===== src/rtl/dtg_pkg.sv =====
package dtg_pkg;
    localparam int ADDR_W   = 4;
    localparam int NUM_IRQ  = 4;
    localparam int NUM_TREG = 4;
    localparam int H_LSB    = 16;

    // timing word indices (position in the timing array)
    localparam int T_SYNC   = 0;
    localparam int T_BPORCH = 1;
    localparam int T_ACTIVE = 2;
    localparam int T_TOTAL  = 3;

    // register word addresses
    localparam logic [ADDR_W-1:0] A_GCTL   = 4'd4;
    localparam logic [ADDR_W-1:0] A_RELOAD = 4'd5;
    localparam logic [ADDR_W-1:0] A_IEN    = 4'd6;
    localparam logic [ADDR_W-1:0] A_ICLR   = 4'd7;
    localparam logic [ADDR_W-1:0] A_LPOS   = 4'd8;

    // global control bit positions
    localparam int B_EN    = 0;
    localparam int B_PCLK  = 28;
    localparam int B_DEPOL = 29;
    localparam int B_VSPOL = 30;
    localparam int B_HSPOL = 31;

    // reload request bits
    localparam int RL_IMM = 0;
    localparam int RL_VBL = 1;

    // interrupt bit positions
    localparam int IRQ_LINE = 0;
    localparam int IRQ_UNDR = 1;
    localparam int IRQ_TERR = 2;
    localparam int IRQ_RLD  = 3;
endpackage


===== src/rtl/dtg_regs.sv =====
module dtg_regs
    import dtg_pkg::*;
#(
    parameter int HW = 12,
    parameter int VW = 11
) (
    input  logic                               clk,
    input  logic                               rst_n,
    input  logic                               wr_en,
    input  logic [ADDR_W-1:0]                  wr_addr,
    input  logic [31:0]                        wr_data,
    input  logic                               vbl_start,
    output logic [NUM_TREG-1:0][HW-1:0]        act_h,
    output logic [NUM_TREG-1:0][VW-1:0]        act_v,
    output logic                               ctl_en,
    output logic                               pol_hs,
    output logic                               pol_vs,
    output logic                               pol_de,
    output logic                               pclk_inv,
    output logic [VW-1:0]                      lpos,
    output logic [NUM_IRQ-1:0]                 ien,
    output logic [NUM_IRQ-1:0]                 iclr,
    output logic [1:0]                         busy,
    output logic                               reload_done
);
    typedef struct packed {
        logic [NUM_TREG-1:0][HW-1:0] sh_h;
        logic [NUM_TREG-1:0][VW-1:0] sh_v;
        logic [NUM_TREG-1:0][HW-1:0] ac_h;
        logic [NUM_TREG-1:0][VW-1:0] ac_v;
        logic                        en;
        logic                        hspol;
        logic                        vspol;
        logic                        depol;
        logic                        pclk;
        logic [VW-1:0]               lpos;
        logic [NUM_IRQ-1:0]          ien;
        logic [1:0]                  req;
    } reg_state_t;

    reg_state_t st_d, st_q;
    logic       done_imm, done_vbl;
    logic       wr_unused;

    assign wr_unused = ^wr_data;

    always_comb begin
        st_d     = st_q;
        done_imm = st_q.req[RL_IMM];
        done_vbl = st_q.req[RL_VBL] & vbl_start;

        // commit uses the shadow contents as they stood before this edge
        if (done_imm || done_vbl) begin
            st_d.ac_h = st_q.sh_h;
            st_d.ac_v = st_q.sh_v;
        end
        if (done_imm) begin
            st_d.req = 2'b00;
        end else if (done_vbl) begin
            st_d.req[RL_VBL] = 1'b0;
        end

        for (int i = 0; i < NUM_TREG; i++) begin
            if (wr_en && wr_addr == ADDR_W'(i)) begin
                st_d.sh_h[i] = wr_data[H_LSB +: HW];
                st_d.sh_v[i] = wr_data[0 +: VW];
            end
        end

        if (wr_en) begin
            case (wr_addr)
                A_GCTL: begin
                    st_d.en    = wr_data[B_EN];
                    st_d.pclk  = wr_data[B_PCLK];
                    st_d.depol = wr_data[B_DEPOL];
                    st_d.vspol = wr_data[B_VSPOL];
                    st_d.hspol = wr_data[B_HSPOL];
                end
                A_RELOAD: st_d.req  = st_d.req | wr_data[1:0];
                A_IEN:    st_d.ien  = wr_data[NUM_IRQ-1:0];
                A_LPOS:   st_d.lpos = wr_data[VW-1:0];
                default:  ;
            endcase
        end
    end

    always_ff @(posedge clk or negedge rst_n) begin
        if (!rst_n) begin
            st_q <= '0;
        end else begin
            st_q <= st_d;
        end
    end

    assign act_h       = st_q.ac_h;
    assign act_v       = st_q.ac_v;
    assign ctl_en      = st_q.en;
    assign pol_hs      = st_q.hspol;
    assign pol_vs      = st_q.vspol;
    assign pol_de      = st_q.depol;
    assign pclk_inv    = st_q.pclk;
    assign lpos        = st_q.lpos;
    assign ien         = st_q.ien;
    assign busy        = st_q.req;
    assign reload_done = done_imm | done_vbl;
    assign iclr        = (wr_en && wr_addr == A_ICLR) ? wr_data[NUM_IRQ-1:0] : '0;
endmodule


===== src/rtl/dtg_counters.sv =====
module dtg_counters #(
    parameter int HW = 12,
    parameter int VW = 11
) (
    input  logic          clk,
    input  logic          rst_n,
    input  logic          en,
    input  logic [HW-1:0] h_total,
    input  logic [VW-1:0] v_total,
    input  logic [VW-1:0] v_act_end,
    input  logic [VW-1:0] line_pos,
    output logic [HW-1:0] hcnt,
    output logic [VW-1:0] vcnt,
    output logic          line_hit,
    output logic          vbl_start
);
    typedef struct packed {
        logic [HW-1:0] h;
        logic [VW-1:0] v;
    } cnt_t;

    cnt_t cnt_d, cnt_q;
    logic h_wrap, v_wrap;

    always_comb begin
        h_wrap = (cnt_q.h >= h_total);
        v_wrap = (cnt_q.v >= v_total);
        cnt_d  = cnt_q;
        if (!en) begin
            cnt_d = '0;
        end else if (h_wrap) begin
            cnt_d.h = '0;
            cnt_d.v = v_wrap ? '0 : cnt_q.v + 1'b1;
        end else begin
            cnt_d.h = cnt_q.h + 1'b1;
        end
        line_hit  = en && h_wrap && (cnt_d.v == line_pos);
        vbl_start = en && h_wrap && (cnt_q.v == v_act_end);
    end

    always_ff @(posedge clk or negedge rst_n) begin
        if (!rst_n) begin
            cnt_q <= '0;
        end else begin
            cnt_q <= cnt_d;
        end
    end

    assign hcnt = cnt_q.h;
    assign vcnt = cnt_q.v;
endmodule


===== src/rtl/dtg_outfmt.sv =====
module dtg_outfmt #(
    parameter int HW = 12,
    parameter int VW = 11
) (
    input  logic          en,
    input  logic          pol_hs,
    input  logic          pol_vs,
    input  logic          pol_de,
    input  logic [HW-1:0] hcnt,
    input  logic [VW-1:0] vcnt,
    input  logic [HW-1:0] hs_end,
    input  logic [VW-1:0] vs_end,
    input  logic [HW-1:0] h_bp_end,
    input  logic [VW-1:0] v_bp_end,
    input  logic [HW-1:0] h_act_end,
    input  logic [VW-1:0] v_act_end,
    output logic          hsync,
    output logic          vsync,
    output logic          de
);
    logic hs_act, vs_act, de_act, h_win, v_win;

    always_comb begin
        hs_act = en && (hcnt <= hs_end);
        vs_act = en && (vcnt <= vs_end);
        h_win  = (hcnt > h_bp_end) && (hcnt <= h_act_end);
        v_win  = (vcnt > v_bp_end) && (vcnt <= v_act_end);
        de_act = en && h_win && v_win;
        hsync  = pol_hs ? hs_act : !hs_act;
        vsync  = pol_vs ? vs_act : !vs_act;
        de     = pol_de ? de_act : !de_act;
    end
endmodule


===== src/rtl/dtg_irq.sv =====
module dtg_irq #(
    parameter int N = 4
) (
    input  logic         clk,
    input  logic         rst_n,
    input  logic [N-1:0] events,
    input  logic [N-1:0] enables,
    input  logic [N-1:0] clears,
    output logic [N-1:0] status,
    output logic         irq
);
    typedef struct packed {
        logic [N-1:0] flags;
    } irq_state_t;

    irq_state_t s_d, s_q;

    always_comb begin
        s_d = s_q;
        // a new event wins over a clear of the same bit
        s_d.flags = (s_q.flags & ~clears) | (events & enables);
    end

    always_ff @(posedge clk or negedge rst_n) begin
        if (!rst_n) begin
            s_q <= '0;
        end else begin
            s_q <= s_d;
        end
    end

    assign status = s_q.flags;
    assign irq    = |s_q.flags;
endmodule


===== src/rtl/disp_timing_gen.sv =====
module disp_timing_gen
    import dtg_pkg::*;
#(
    parameter int HCNT_W = 12,
    parameter int VCNT_W = 11
) (
    input  logic              clk,
    input  logic              rst_n,
    input  logic              wr_en,
    input  logic [3:0]        wr_addr,
    input  logic [31:0]       wr_data,
    input  logic              underrun_i,
    input  logic              xfer_err_i,
    output logic              hsync_o,
    output logic              vsync_o,
    output logic              de_o,
    output logic              pclk_inv_o,
    output logic [HCNT_W-1:0] hcount_o,
    output logic [VCNT_W-1:0] vcount_o,
    output logic [3:0]        irq_status_o,
    output logic [1:0]        reload_busy_o,
    output logic              irq_o
);
    logic [NUM_TREG-1:0][HCNT_W-1:0] act_h;
    logic [NUM_TREG-1:0][VCNT_W-1:0] act_v;
    logic                            ctl_en, pol_hs, pol_vs, pol_de;
    logic [VCNT_W-1:0]               lpos_q;
    logic [NUM_IRQ-1:0]              ien_q, iclr, irq_ev;
    logic                            reload_done, line_hit, vbl_start;

    dtg_regs #(.HW(HCNT_W), .VW(VCNT_W)) u_regs (
        .clk         (clk),
        .rst_n       (rst_n),
        .wr_en       (wr_en),
        .wr_addr     (wr_addr),
        .wr_data     (wr_data),
        .vbl_start   (vbl_start),
        .act_h       (act_h),
        .act_v       (act_v),
        .ctl_en      (ctl_en),
        .pol_hs      (pol_hs),
        .pol_vs      (pol_vs),
        .pol_de      (pol_de),
        .pclk_inv    (pclk_inv_o),
        .lpos        (lpos_q),
        .ien         (ien_q),
        .iclr        (iclr),
        .busy        (reload_busy_o),
        .reload_done (reload_done)
    );

    dtg_counters #(.HW(HCNT_W), .VW(VCNT_W)) u_cnt (
        .clk       (clk),
        .rst_n     (rst_n),
        .en        (ctl_en),
        .h_total   (act_h[T_TOTAL]),
        .v_total   (act_v[T_TOTAL]),
        .v_act_end (act_v[T_ACTIVE]),
        .line_pos  (lpos_q),
        .hcnt      (hcount_o),
        .vcnt      (vcount_o),
        .line_hit  (line_hit),
        .vbl_start (vbl_start)
    );

    dtg_outfmt #(.HW(HCNT_W), .VW(VCNT_W)) u_fmt (
        .en        (ctl_en),
        .pol_hs    (pol_hs),
        .pol_vs    (pol_vs),
        .pol_de    (pol_de),
        .hcnt      (hcount_o),
        .vcnt      (vcount_o),
        .hs_end    (act_h[T_SYNC]),
        .vs_end    (act_v[T_SYNC]),
        .h_bp_end  (act_h[T_BPORCH]),
        .v_bp_end  (act_v[T_BPORCH]),
        .h_act_end (act_h[T_ACTIVE]),
        .v_act_end (act_v[T_ACTIVE]),
        .hsync     (hsync_o),
        .vsync     (vsync_o),
        .de        (de_o)
    );

    always_comb begin
        irq_ev           = '0;
        irq_ev[IRQ_LINE] = line_hit;
        irq_ev[IRQ_UNDR] = underrun_i;
        irq_ev[IRQ_TERR] = xfer_err_i;
        irq_ev[IRQ_RLD]  = reload_done;
    end

    dtg_irq #(.N(NUM_IRQ)) u_irq (
        .clk     (clk),
        .rst_n   (rst_n),
        .events  (irq_ev),
        .enables (ien_q),
        .clears  (iclr),
        .status  (irq_status_o),
        .irq     (irq_o)
    );
endmodule


===== config.mk =====
export PLATFORM = sky130hd
export DESIGN_NAME = disp_timing_gen
export DESIGN_NICKNAME = d
export VERILOG_FILES = /design/src/rtl/dtg_pkg.sv /design/src/rtl/dtg_regs.sv /design/src/rtl/dtg_counters.sv /design/src/rtl/dtg_outfmt.sv /design/src/rtl/dtg_irq.sv /design/src/rtl/disp_timing_gen.sv
export SDC_FILE = /design/constraint.sdc
export NUM_CORES = 1
export LEC_CHECK = 0
export BUFFER_PORTS_ARGS = -buffer_cell sky130_fd_sc_hd__buf_2
export CORE_MARGIN = 2
export CORE_UTILIZATION = 61
export DETAILED_ROUTE_END_ITERATION = 8
export GPL_TIMING_DRIVEN = 0
export PLACE_DENSITY_LB_ADDON = 0.2
export SYNTH_ARGS = -nofsm -noshare
export SYNTH_HDL_FRONTEND = slang
export SYNTH_SLANG_ARGS = --single-unit

===== constraint.sdc =====
create_clock -name clk -period 3.6 [get_ports clk]
set_input_delay 0.72 -clock clk [delete_from_list [all_inputs] [get_ports clk]]
set_output_delay 0.72 -clock clk [all_outputs]
set_load 0.05 [all_outputs]

* Word level (Yosys, flattened, before mapping)
Cells that the tools add are included.
** Word-level totals
- Register bits after elaboration :: 233
- Input port bits :: 41
- Output and inout port bits :: 34
- Word-level logic and storage cells :: 89
** Operators by class
- Add/sub/neg operators :: 2
- $lt $le $gt $ge :: 8
- Equal/unequal tests :: 10
- Mux-type cells :: 12
- Bitwise gates (word level) :: 7
- Reductions and logical operators :: 23
** Operators by type and width (count)
- $le 12x12->1 :: 2
- $mux 23 :: 1
- $eq 11x11->1 :: 2
- $le 11x11->1 :: 2
- $mux 11 :: 2
- $eq 4x3->1 const B :: 4
- $logic_and 1x1->1 :: 14
- $add 12x1->12 const B :: 1
- $ge 12x12->1 :: 1
- $gt 12x12->1 :: 1
- $mux 12 :: 1
- $add 11x1->11 const B :: 1
- $ge 11x11->1 :: 1
- $gt 11x11->1 :: 1
- $and 4x4->4 :: 2
- $eq 4x2->1 const B :: 2
- $reduce_and 2->1 :: 3
- $mux 1 :: 5
- $eq 4x1->1 const B :: 1
- $eq 4x4->1 const B :: 1
- $logic_not 4->1 :: 1
- $mux 2 :: 2
- $mux 4 :: 1
- $not 4->4 :: 1
- 7 further kinds :: 9

* Logic depth before layout (Yosys ltp)
Gate-level depths: netlist of run 1.
- Word-level depth :: 9
- Gate-level depth with buffers :: 13

* By module
From an unflattened synthesis of run 1, not the netlist that was laid out.
** Second synthesis, totals
- Cell total of the unflattened synthesis :: 1082
- Area, all modules :: 12886.1 µm²
** By module, submodules not included
- dtg_regs :: times used 1, cells an instance 561, area each 8580.7 µm², sequential area each 5154.9 µm²
- dtg_counters :: times used 1, cells an instance 262, area each 2351.0 µm², sequential area each 575.6 µm²
- dtg_outfmt :: times used 1, cells an instance 242, area each 1783.0 µm², sequential area each 0.0 µm²
- dtg_irq :: times used 1, cells an instance 17, area each 171.4 µm², sequential area each 100.1 µm²

* Least setup slack after synthesis of run 1
Ideal clock, no wire load.
- Kind :: register to output
- Start point :: register u_cnt.cnt_q (netlist bit u_cnt.vcnt[1])
- End point :: output vsync_o
- Arrival :: 3.736 ns
- Data required time :: 2.880 ns
- Slack :: -0.856 ns
- Stages on the path, launching flop included :: 11
- Buffers on the path :: 0
- Path through :: dfrtp_1 > ha_1 > nor2b_1 > o21a_1 > o21a_1 > o21a_1 > o21a_1 > o21a_1 > o211ai_1 > a21oi_1 > nor4_1
** Between the ends
- Longest elaborated chain between the ends :: 4
** RTL lines
- start, declared :: RTL line dtg_counters.sv:22 : cnt_t cnt_d, cnt_q;
- start signal, assigned :: RTL line dtg_counters.sv:45 : cnt_q <= cnt_d;
- $le 11x11->1 * :: RTL line dtg_outfmt.sv:25 : vs_act = en && (vcnt <= vs_end);
- $logic_and 1x1->1 * :: RTL line dtg_outfmt.sv:25
- $logic_not 1->1 :: RTL line dtg_outfmt.sv:30 : vsync = pol_vs ? vs_act : !vs_act;
- $mux 1 * :: RTL line dtg_outfmt.sv:30
- end, declared :: RTL line disp_timing_gen.sv:15 : output logic vsync_o,
Mark *: on every way between the ends. The rest lies on a longest branch, timed or not.

* Worst setup path in the final report of run 1
Ends and elaborated chain as after synthesis.

==> results of run 1 <==
==> cell families after synthesis <==
kind of cell / after synthesis / synth area share, %
AOI/OAI and AO/OA: 116 / 6.94
xor gates and xnor gates: 21 / 1.59
adders and majority gates: 94 / 10.2
buffers and inverters: 118 / 4.02
DFF: 233 / 50.4
muxes: 204 / 19.8
and+or+nand+nor: 154 / 7.10
==> state kept, by name, summed over array words and instances (netlist names) <==
register / count
u_regs.ctl_en: 1
u_regs.act_v: 44
u_cnt.vcnt: 11
u_regs.pclk_inv: 1
u_regs.st_q: 92
u_regs.act_h: 48
u_cnt.hcnt: 12
u_regs.pol_hs: 1
u_regs.ien: 4
u_regs.lpos: 11
u_regs.busy: 2
u_regs.pol_de: 1
u_irq.status: 4
u_regs.pol_vs: 1
==> cell type report <==
cell class | instances | share of cell area [%]
Buffer | 27 | 1.11
Inverter | 91 | 2.59
Clock inverter | 12 | 0.891
Tap cell | 234 | 2.19
Timing Repair Buffer | 76 | 3.35
Clock buffer | 34 | 5.32
Multi-Input combinational cell | 589 | 40.8
Sequential cell | 233 | 43.8
==> per-layer routing <==
metal  vias to the layer above  GRT usage (%)
li1                       3518              -
met1                      3905           39.9
met2                       201           42.5
met3                        31           4.96
met4                         2           5.79
met5                         -              0
==> worst register-to-register path, cell delays in order, from the launching register on <==
cell      delay, ns
dfrtp_2        0.51
buf_6          0.18
buf_4          0.16
ha_1           0.28
nand2_1        0.05
o21ai_1        0.27
a21oi_4        0.13
o21a_1         0.25
a21oi_1        0.45
clkbuf_1       0.43
nor2_1         0.21
xnor2_1        0.17
a32o_2         0.27
==> repair_timing <==
item | CTS | global route
pin swaps | 11 | 12
buffers inserted | 6 | 0
setup endpoints to repair | 96 | 93
hold buffers | 0 | 0
resized for setup | 22 | 33
==> worst max-delay path by stage <==
stage	start	endpoint	slack (ns)	cells after the start
after detailed placement	u_cnt.hcnt[0]$_DFF_PN0_	u_regs.act_h[31]$_DFFE_PN0N_	-0.59	13
final	u_cnt.vcnt[1]$_DFF_PN0_	vsync_o	-0.11	11
after CTS	u_cnt.vcnt[1]$_DFF_PN0_	de_o	-0.17	12
after global routing	u_cnt.vcnt[0]$_DFF_PN0_	vsync_o	-0.26	12
after global placement	rst_n	u_regs.act_v[34]$_DFFE_PN0N_	-2.23	1
after floorplan	u_cnt.vcnt[1]$_DFF_PN0_	vsync_o	-0.01	10
==> stage by stage <==
| stage | util [%] | cells | total power [uW] |
|---|---|---|---|
| after detailed placement | 65.9 | 1244 | 6160 |
| final | 71.6 | 1296 | 8900 |
| after CTS | 71.1 | 1296 | 8890 |
| after global placement | 65.7 | 1243 | 6050 |
| after global routing | 71.6 | 1296 | 9410 |
| after floorplan | - | 940 | 5430 |
==> power breakdown <==
group / internal (uW) / total (uW) / switching [uW]
Combinational: 1180 / 2620 / 1440
Sequential: 3310 / 3710 / 403
Clock: 1520 / 2560 / 1040
==> placed cells by master (no fill, tap or decap), types with 4 or more instances in the layout <==
cell       instances
clkbuf_8           5
buf_6              4
clkbuf_4           4
or3_1              6
a21oi_2            5
o21ai_1            6
nand3_1           14
nand2b_1           9
dfrtp_1          225
and3_1             9
a21o_1            21
o21ai_0           11
nand4_1           22
clkbuf_16         25
o211ai_1           4
nor2b_1            8
inv_1             90
dfrtp_2            8
ha_1              90
nor3_1             7
nor3b_1            4
clkbuf_1          14
nor2_1            26
nand2_1           29
xnor2_1            7
a21oi_1           24
mux2_2           112
o21a_1            11
xor2_1            13
mux2_1            92
clkinv_2           7
buf_4             11
buf_2             68
==> metrics.txt, run 1 <==
status=finished with violations; failing checks=negative setup slack; Clock Skews=between 0.01 and 0.015 ns; Slew Limit Headroom=38.3%; synthesized instance count=between 900 and 1,000; dominant synthesized flop cell=dfrtp_1; starting density of the core=a little over 60%; Leakage=roughly 0.0065 uW; met3 wire length=around 1.7 mm; drt via density=5.91; CP arrival=2.99 ns; Max-cap violations=0; area grow syn2layout=15.2%; Port Buffer Count=69; pre-CTS setup slack=-0.594 ns; CTS sink cnt=233; register area=around 5800 sq um; Die W=142 um; power density cells=about 670 nW/um^2; Post-synth EDFFs=0; critical path endpoint category=output port; worst reg2reg path startpoint=u_cnt.vcnt[1]$_DFF_PN0_; first-pass GRT wire length=41.8 mm; Final Wtd Congestion=0.882; VDD IR-drop max=0.404 mV; CP required=around 2.9 ns; met1 wire length=about 12 mm; Clock Latency Late Sink=approximately 0.52 ns; asr flop ratio synth=100%; largest net degree at the start of global routing=120; Final ANT Viol Nets=0; register-to-register setup slack=around 0.14 ns; full die area=~20,000 sq um; met2 WL=between 10 and 15 mm; H-tree levels=1; cell taking the most area after synthesis=dfrtp_1; Overflow after GRT=0; worst hold path class=in -> async; placed inst area=12,300 sq um; Vias=7,657; crit-path max cell delay=roughly 0.53 ns; Routed wire per std cell=20.3 um; syn nets=between 1,000 and 1,500; first drt pass iteration count=7; CP Max Fanout=5; Critical-path top delay cell=dfrtp_2; Peak Freq=0.269 GHz; Chip Height=142 um; I/O pin cnt=75; smallest hold slack=around 0.27 ns; multi-input combinational cell area=around 5400 sq um; family with the most delay on the worst path=compound AO/OA/AOI/OAI gates; nets=between 1,000 and 1,500; Root Buffer=clkbuf_16; row count=50; setup_tns=-0.221 ns; Setup CP Type=reg -> out; YS warnings=0; Final setup viols=2; number of global-route vias before repair=slightly below 8,000; Post-Syn Area=roughly 12,000 sq um; fin worst setup slack=-0.112 ns; core area=~19,000 sq um; Max clock buf depth=3; First DRT Iteration DRCs=463; Synth area leaders=dfrtp_1, mux2_2, ha_1; highest routing layer actually used=met5; most numerous cell in the Yosys netlist=dfrtp_1; RSZ-0062 raised after global routing=yes; GR Util All Layers=a little over a quarter; # fillers=roughly 1,300; reg2reg path depth=12; max-slew violations=0; DP HPWL=~18 mm; Slew @ Worst Pin=~0.93 ns; share of cells above drive strength 1=a little over a quarter; drt drc=0; worst reg2reg endpoint=u_irq.status[0]$_DFF_PN0_; Tmin final=~3.7 ns; most used cell, CP=o21a_1; Clk pin slew, worst setup/hold paths=about 0.06 ns; share of the synthesized area in the top cell type=between 50% and 60%; crit-path cells=ha_4 > nor2b_4 > o21a_1 > o21a_1 > o21a_1 > o21a_1 > o21a_1 > o211ai_1 > a21oi_2 > nor4_4 > buf_6; CTS Buf Count=25; initial antenna violation count=1; startpoint types=register; wirelength, routed=between 20 and 30 mm; Synth cell types=58; Commonest cells post-synth=dfrtp_1, mux2_2, ha_1; final hold viol count=0; CTS tree=done; sequential-to-total area share from yosys stat=around 50%; critical path buffer and inverter count=1; Syn Area/Cell=roughly 12 sq um; crit share post-route=103%; synthesized flop and latch total=approximately 230; # diodes=0; Final Cell Area=13,300 sq um
(Power assumes the default switching activity.)
==> run 2: changes to the inputs <==
CORE_MARGIN = default   (was 2)
==> run 2 against run 1 <==
Compared with the run above: the run still ends with negative setup slack left; combinational power about the same; global-route usage grew 1.6 points; worst hold slack worse by 0.095 ns; power is 1.5% lower; critical path depth unchanged; cell count is essentially flat; flip-flop and latch count is the same; final area shrank 0.20%; critical path type unchanged.
==> metrics.txt, run 2 (synthesized netlist as in run 1, its figures left out) <==
Final ANT Viol Nets=0 (unchanged); Tmin final=3.74 ns (was 3.71 ns); first-pass GRT wire length=42.8 mm (was 41.8 mm); register-to-register setup slack=0.21 ns (was 0.14 ns); full die area=19,500 sq um (was 20,100 sq um); most frequent cells in the layout=dfrtp_1, mux2_2, mux2_1, ha_1, inv_1 (was dfrtp_1, mux2_2, mux2_1); crit share post-route=104% (was 103%); Clk pin slew, worst setup/hold paths=0.06 ns (about the same); I/O pin cnt=75 (unchanged); Root Buffer=clkbuf_16 (unchanged); nets=1,179 (was 1,178); Final Cell Area=13,300 sq um (about the same); Top reg by flops=u_regs.st_q (unchanged); Net Sw Power=2820 uW (was 2880 uW); largest net degree at the start of global routing=84 (was 120); dpl cells=1,245 (was 1,244); Chip Height=140 um (was 142 um); Setup CP Type=reg -> out (unchanged); VDD IR-drop max=0.450 mV (was 0.404 mV); core area=18,600 sq um (unchanged); pre-CTS setup slack=-0.574 ns (was -0.594 ns); Clock Latency Late Sink=0.51 ns (was 0.52 ns); Peak Freq=0.268 GHz (was 0.269 GHz); worst hold path class=in -> async (unchanged); Vias=7,624 (was 7,657); status=finished with violations (unchanged); Finished Layout Cells=1,295 (was 1,296); First DRT Iteration DRCs=438 (was 463); Max-cap violations=0 (unchanged); Largest register FFs=92 (unchanged); H-tree levels=1 (unchanged); Routed wire per std cell=20.2 um (was 20.3 um); wirelength, routed=26.2 mm (was 26.3 mm); initial antenna violation count=1 (unchanged); drt drc=0 (unchanged); area grow syn2layout=15.0% (was 15.2%); final hold viol count=0 (unchanged); row count=50 (unchanged); multi-input combinational cell area=5400 sq um (was 5440 sq um); Slew @ Worst Pin=0.912 ns (was 0.925 ns); worst reg2reg path startpoint=u_cnt.hcnt[0]$_DFF_PN0_ (was u_cnt.vcnt[1]$_DFF_PN0_); Die W=140 um (was 142 um); commonest non-fill, non-tap cell in the layout=dfrtp_1 (unchanged); # fillers=1,320 (was 1,321); Final setup viols=2 (unchanged); switch share=32.2% (was 32.4%); Leakage=0.00656 uW (was 0.00653 uW); Clock Skews=0.0124 ns (was 0.0103 ns); CTS Buf Count=24 (was 25); smallest hold slack=0.179 ns (was 0.274 ns); hold buffer count at CTS=0 (unchanged); CTS sink cnt=233 (unchanged); overall power=8760 uW (was 8900 uW); Critical path origin=u_cnt.vcnt[1]$_DFF_PN0_ (unchanged); GR Util All Layers=28.6% (was 27.1%); starting density of the core=62.1% (unchanged); Port Buffer Count=69 (unchanged); number of global-route vias before repair=7,942 (was 7,682); placed inst area=12,300 sq um (about the same); sequential share of power=42.4% (was 41.7%); fin worst setup slack=-0.136 ns (was -0.112 ns); RSZ-0062 raised after global routing=yes (unchanged); DP HPWL=18.2 mm (was 18.0 mm); first drt pass iteration count=7 (unchanged); # diodes=0 (unchanged); CP Max Fanout=4 (was 5); Clock power frac=28.0% (was 28.8%); Overflow after GRT=0 (unchanged); Final Wtd Congestion=0.881 (was 0.882); critical path endpoint category=output port (unchanged); Gate power share=29.6% (was 29.5%); failing checks=negative setup slack (unchanged); drt via density=5.89 (was 5.91); startpoint types=register (unchanged); register area=5840 sq um (about the same); Max clock buf depth=3 (unchanged); CP arrival=3.02 ns (was 2.99 ns); CP required=2.88 ns (about the same); share of cells above drive strength 1=26.0% (was 26.6%); internal power=5950 uW (was 6010 uW); Slew Limit Headroom=39.2% (was 38.3%); CTS tree=done (unchanged); power density cells=658 nW/um^2 (was 667 nW/um^2); max-slew violations=0 (unchanged)
run 2: cell count changes in the layout (fill, tap and decap cells not counted), sizes merged:
cell	previous run	this run
clkbuf	49	52
buf	88	90
bufinv	2	0
clkinvlp	3	1
inv	91	90
clkinv	7	6
run 2: area by class of cell:
type / instances / share of cell area, %
Sequential cell: 233 / 43.8
Multi-Input combinational cell: 589 / 40.5
Clock buffer: 37 / 5.79
Timing Repair Buffer: 78 / 3.71
Inverter: 91 / 2.59
Tap cell: 234 / 2.20
Buffer: 27 / 1.11
Clock inverter: 6 / 0.226
run 2: metal layers:
layer | wire length [um] | track usage, % | vias up
met5 | 13 | 0 | -
met4 | 653 | 7.98 | 2
met3 | 1610 | 5.54 | 51
met2 | 11800 | 44.6 | 216
met1 | 12100 | 41.1 | 3815
li1 | - | - | 3540
run 2: power by group through the flow:
stage               Clock, uW  Combinational [uW]  Sequential [uW]
finish                   2460                2590             3710
global route             2610                2880             3800
CTS                      2510                2560             3710
detailed placement          0                2430             3750
global placement            0                2330             3710
floorplan                   0                1730             3700
run 2: worst paths after layout:
path / endpoint / depth (start not counted)
worst max-delay path: de_o / 11
worst min-delay path: u_regs.act_h[45]$_DFFE_PN0N_ / 1
worst max register to register: u_irq.status[0]$_DFF_PN0_ / 12
worst min register to register: u_regs.act_v[6]$_DFFE_PN0N_ / 1
max in group asynchronous: u_regs.act_v[34]$_DFFE_PN0N_ / 3
min in group clk: u_regs.pol_hs$_DFFE_PN0P_ / 2
run 2: what timing repair did:
item | 4_1_cts | 5_1_grt
buffers inserted | 6 | 1
resized for setup | 25 | 17
endpoints found under the setup margin | 96 | 93
pin swaps | 10 | 4
run 2: through the flow:
stage                     utilization [%]  TNS (ns)
after floorplan                         -   -0.0109
after global placement               65.7   -550.92
after detailed placement             66.0    -43.18
after CTS                            71.1    -0.238
after global routing                 71.4    -0.494
final                                71.4    -0.206
run 2: critical path, stage by stage, from the launching register on:
cell and delay (ns):
dfrtp_2 0.51, ha_1 0.34, nor2b_1 0.13, o21ai_0 0.16, nand2b_1 0.08, a21oi_1 0.17, o21ai_1 0.10, a221oi_2 0.33
o2111ai_2 0.17, a21oi_4 0.20, xnor2_2 0.14, buf_6 0.18
==> run 3: changes to the inputs <==
ABC_AREA = 1   (was default)
CORE_UTILIZATION = 25   (was 61)
==> run 3 against run 2 <==
Compared with the run above: the flow now finishes without violations; die area grew 140%; flip-flop and latch count is the same; via count grew 22%; critical path depth shrank 1; non-clock buffer count grew 33; worst hold slack gained 0.17 ns; combinational power grew 43%; power grew 18%; clock power grew 22%; area after synthesis grew 0.37%; fmax grew 4.1%; critical path type unchanged; critical endpoint unchanged; largest cell class unchanged.
==> metrics.txt, run 3 <==
first-pass GRT wire length=56.6 mm (was 42.8 mm); Synth cell types=41 (was 58); Max-cap violations=0 (unchanged); Synth area leaders=dfrtp_1, nand2_1, ha_1 (was dfrtp_1, mux2_2, ha_1); # diodes=0 (unchanged); Syn Area/Cell=8.72 sq um (was 12.3 sq um); Clock Skews=0.0253 ns (was 0.0124 ns); Post-synth EDFFs=0 (unchanged); share of cells above drive strength 1=14.2% (was 26.0%); area grow syn2layout=21.3% (was 15.0%); Clock Latency Late Sink=0.57 ns (was 0.51 ns); most numerous cell in the Yosys netlist=nand2_1 (was dfrtp_1); startpoint types=register (unchanged); Commonest cells post-synth=nand2_1, dfrtp_1, inv_1 (was dfrtp_1, mux2_2, ha_1); final hold viol count=0 (unchanged); Largest register FFs=92 (unchanged); Routed wire per std cell=17.7 um (was 20.2 um); DP HPWL=25.6 mm (was 18.2 mm); VDD IR-drop max=0.314 mV (was 0.450 mV); overall power=10,400 uW (was 8760 uW); Overflow after GRT=0 (unchanged); Slew @ Worst Pin=0.901 ns (was 0.912 ns); CP arrival=2.87 ns (was 3.02 ns); smallest hold slack=0.350 ns (was 0.179 ns); Max clock buf depth=3 (unchanged); asr flop ratio synth=100% (unchanged); Die W=218 um (was 140 um); largest net degree at the start of global routing=118 (was 84); max-slew violations=0 (unchanged); status=finished clean (was finished with violations); critical path endpoint category=output port (unchanged); register area=5850 sq um (was 5840 sq um); YS warnings=0 (unchanged); setup_tns=0 ns (was -0.206 ns); # fillers=4,787 (was 1,320); crit share post-route=99.7% (was 104%); nets=1,590 (was 1,179); row count=78 (was 50); register-to-register setup slack=0.38 ns (was 0.21 ns); Root Buffer=clkbuf_16 (unchanged); Setup CP Type=reg -> out (unchanged); CTS Buf Count=27 (was 24); Post-Syn Area=11,600 sq um (about the same); multi-input combinational cell area=4930 sq um (was 5400 sq um); Final Wtd Congestion=0.819 (was 0.881); core area=45,600 sq um (was 18,600 sq um); Chip Height=218 um (was 140 um); First DRT Iteration DRCs=706 (was 438); sequential-to-total area share from yosys stat=50.2% (was 50.4%); CTS tree=done (unchanged); worst hold path class=in -> reg (was in -> async); synthesized flop and latch total=233 (unchanged); first drt pass iteration count=5 (was 7); number of global-route vias before repair=9,062 (was 7,942); I/O pin cnt=75 (unchanged); CP Max Fanout=4 (unchanged); drt via density=4.47 (was 5.89); synthesized instance count=1,332 (was 940); CTS sink cnt=233 (unchanged); full die area=47,300 sq um (was 19,500 sq um); Port Buffer Count=69 (unchanged); cell taking the most area after synthesis=dfrtp_1 (unchanged); H-tree levels=1 (unchanged); dominant synthesized flop cell=dfrtp_1 (unchanged); most frequent cells in the layout=nand2_1, dfrtp_1, inv_1 (was dfrtp_1, mux2_2, mux2_1, ha_1, inv_1); Leakage=0.00697 uW (was 0.00656 uW); GR Util All Layers=15.9% (was 28.6%); Peak Freq=0.279 GHz (was 0.268 GHz); Slew Limit Headroom=39.9% (was 39.2%); drt drc=0 (unchanged); share of the synthesized area in the top cell type=50.2% (was 50.4%); syn nets=1,467 (was 1,075); Tmin final=3.59 ns (was 3.74 ns); Clk pin slew, worst setup/hold paths=0.06 ns (about the same); starting density of the core=25.5% (was 62.1%); RSZ-0062 raised after global routing=yes (unchanged); commonest non-fill, non-tap cell in the layout=nand2_1 (was dfrtp_1); Final ANT Viol Nets=0 (unchanged); power density cells=737 nW/um^2 (was 658 nW/um^2); wirelength, routed=36.7 mm (was 26.2 mm); initial antenna violation count=2 (was 1); Final Core Density=30.9% (was 71.4%); Final setup viols=0 (was 2); Top reg by flops=u_regs.st_q (unchanged); Vias=9,285 (was 7,624); CP required=2.88 ns (about the same)
==> run 3: cell types whose count changed in the layout (fill, tap and decap cells not counted), moves of 23 or more <==
cell / delta
inv_1: +94
mux2_1: -85
o21ai_1: +63
o21ai_0: +130
nand2_1: +316
mux2_2: -107
nand3_1: +23
==> run 3: kinds of logic after synthesis <==
group,synth area share [%]
compound gates,11.8
fa+ha+maj,10.1
buf+inv,8.47
simple gates,17.3
flops,50.2
mux,1.16
xor+xnor,0.904
==> run 3: repair_timing <==
action                                  in CTS  in global routing
endpoints found under the setup margin       2                  3
buffers inserted                            18                  4
hold endpoints to repair                     8                  0
hold buffers                                 1                  0
pin swaps                                    7                 11
gates resized for setup                     24                 18
==> run 3: layout make-up <==
cell class,instances,share of cell area (%)
well taps,600,5.33
plain buffers,44,2.01
repair buffers,94,4.35
flip-flops and latches,233,41.5
multi-input cells,868,35.0
inverters,187,4.98
clock buffers,37,5.42
clock inverters,12,1.44
==> run 3: final timing paths <==
path | start | end | depth (start not counted)
worst max-delay path | u_cnt.hcnt[11]$_DFF_PN0_ | de_o | 10
worst min-delay path | underrun_i | u_irq.status[1]$_DFF_PN0_ | 3
worst max register to register | u_cnt.hcnt[10]$_DFF_PN0_ | u_irq.status[0]$_DFF_PN0_ | 18
worst min register to register | u_regs.ien[3]$_DFFE_PN0P_ | u_irq.status[3]$_DFF_PN0_ | 2
max in group asynchronous | rst_n | u_cnt.vcnt[2]$_DFF_PN0_ | 4
min in group asynchronous | rst_n | u_regs.act_h[26]$_DFFE_PN0N_ | 2
==> run 3: power by group <==
part	switching [uW]	leakage, uW	total (uW)	internal, uW
Clock	1170	0.000475	3010	1840
Combinational	2400	0.00349	3700	1300
Sequential	407	0.00301	3670	3270
Total	3980	0.00697	10400	6410
==> run 3: worst max-delay path, cell delays in order (launching register included) <==
cell	delay, ns
dfrtp_2	0.45
ha_1	0.34
nand4_1	0.19
nor3_4	0.30
nand2_2	0.15
o2111ai_2	0.15
nand2_2	0.13
nand4_1	0.13
a21oi_2	0.07
xnor2_1	0.17
buf_4	0.22
==> run 3: layer usage <==
| layer | vias up | wire length, um | GRT usage [%] |
|---|---|---|---|
| met4 | 0 | 816 | 4.37 |
| li1 | 4566 | - | - |
| met5 | - | 0 | 0 |
| met3 | 42 | 1660 | 2.04 |
| met2 | 196 | 16400 | 25.0 |
| met1 | 4481 | 17800 | 22.6 |
==> run 3: per-stage QoR <==
stage                     instance area [sq um]  cells  setup WS [ns]
after floorplan                           11600   1332          0.325
after global placement                    12700   2001          -2.65
after detailed placement                  12800   2003       -0.00780
after CTS                                 14000   2071         -0.124
after global routing                      14100   2075         -0.152
final                                     14100   2075         0.0103
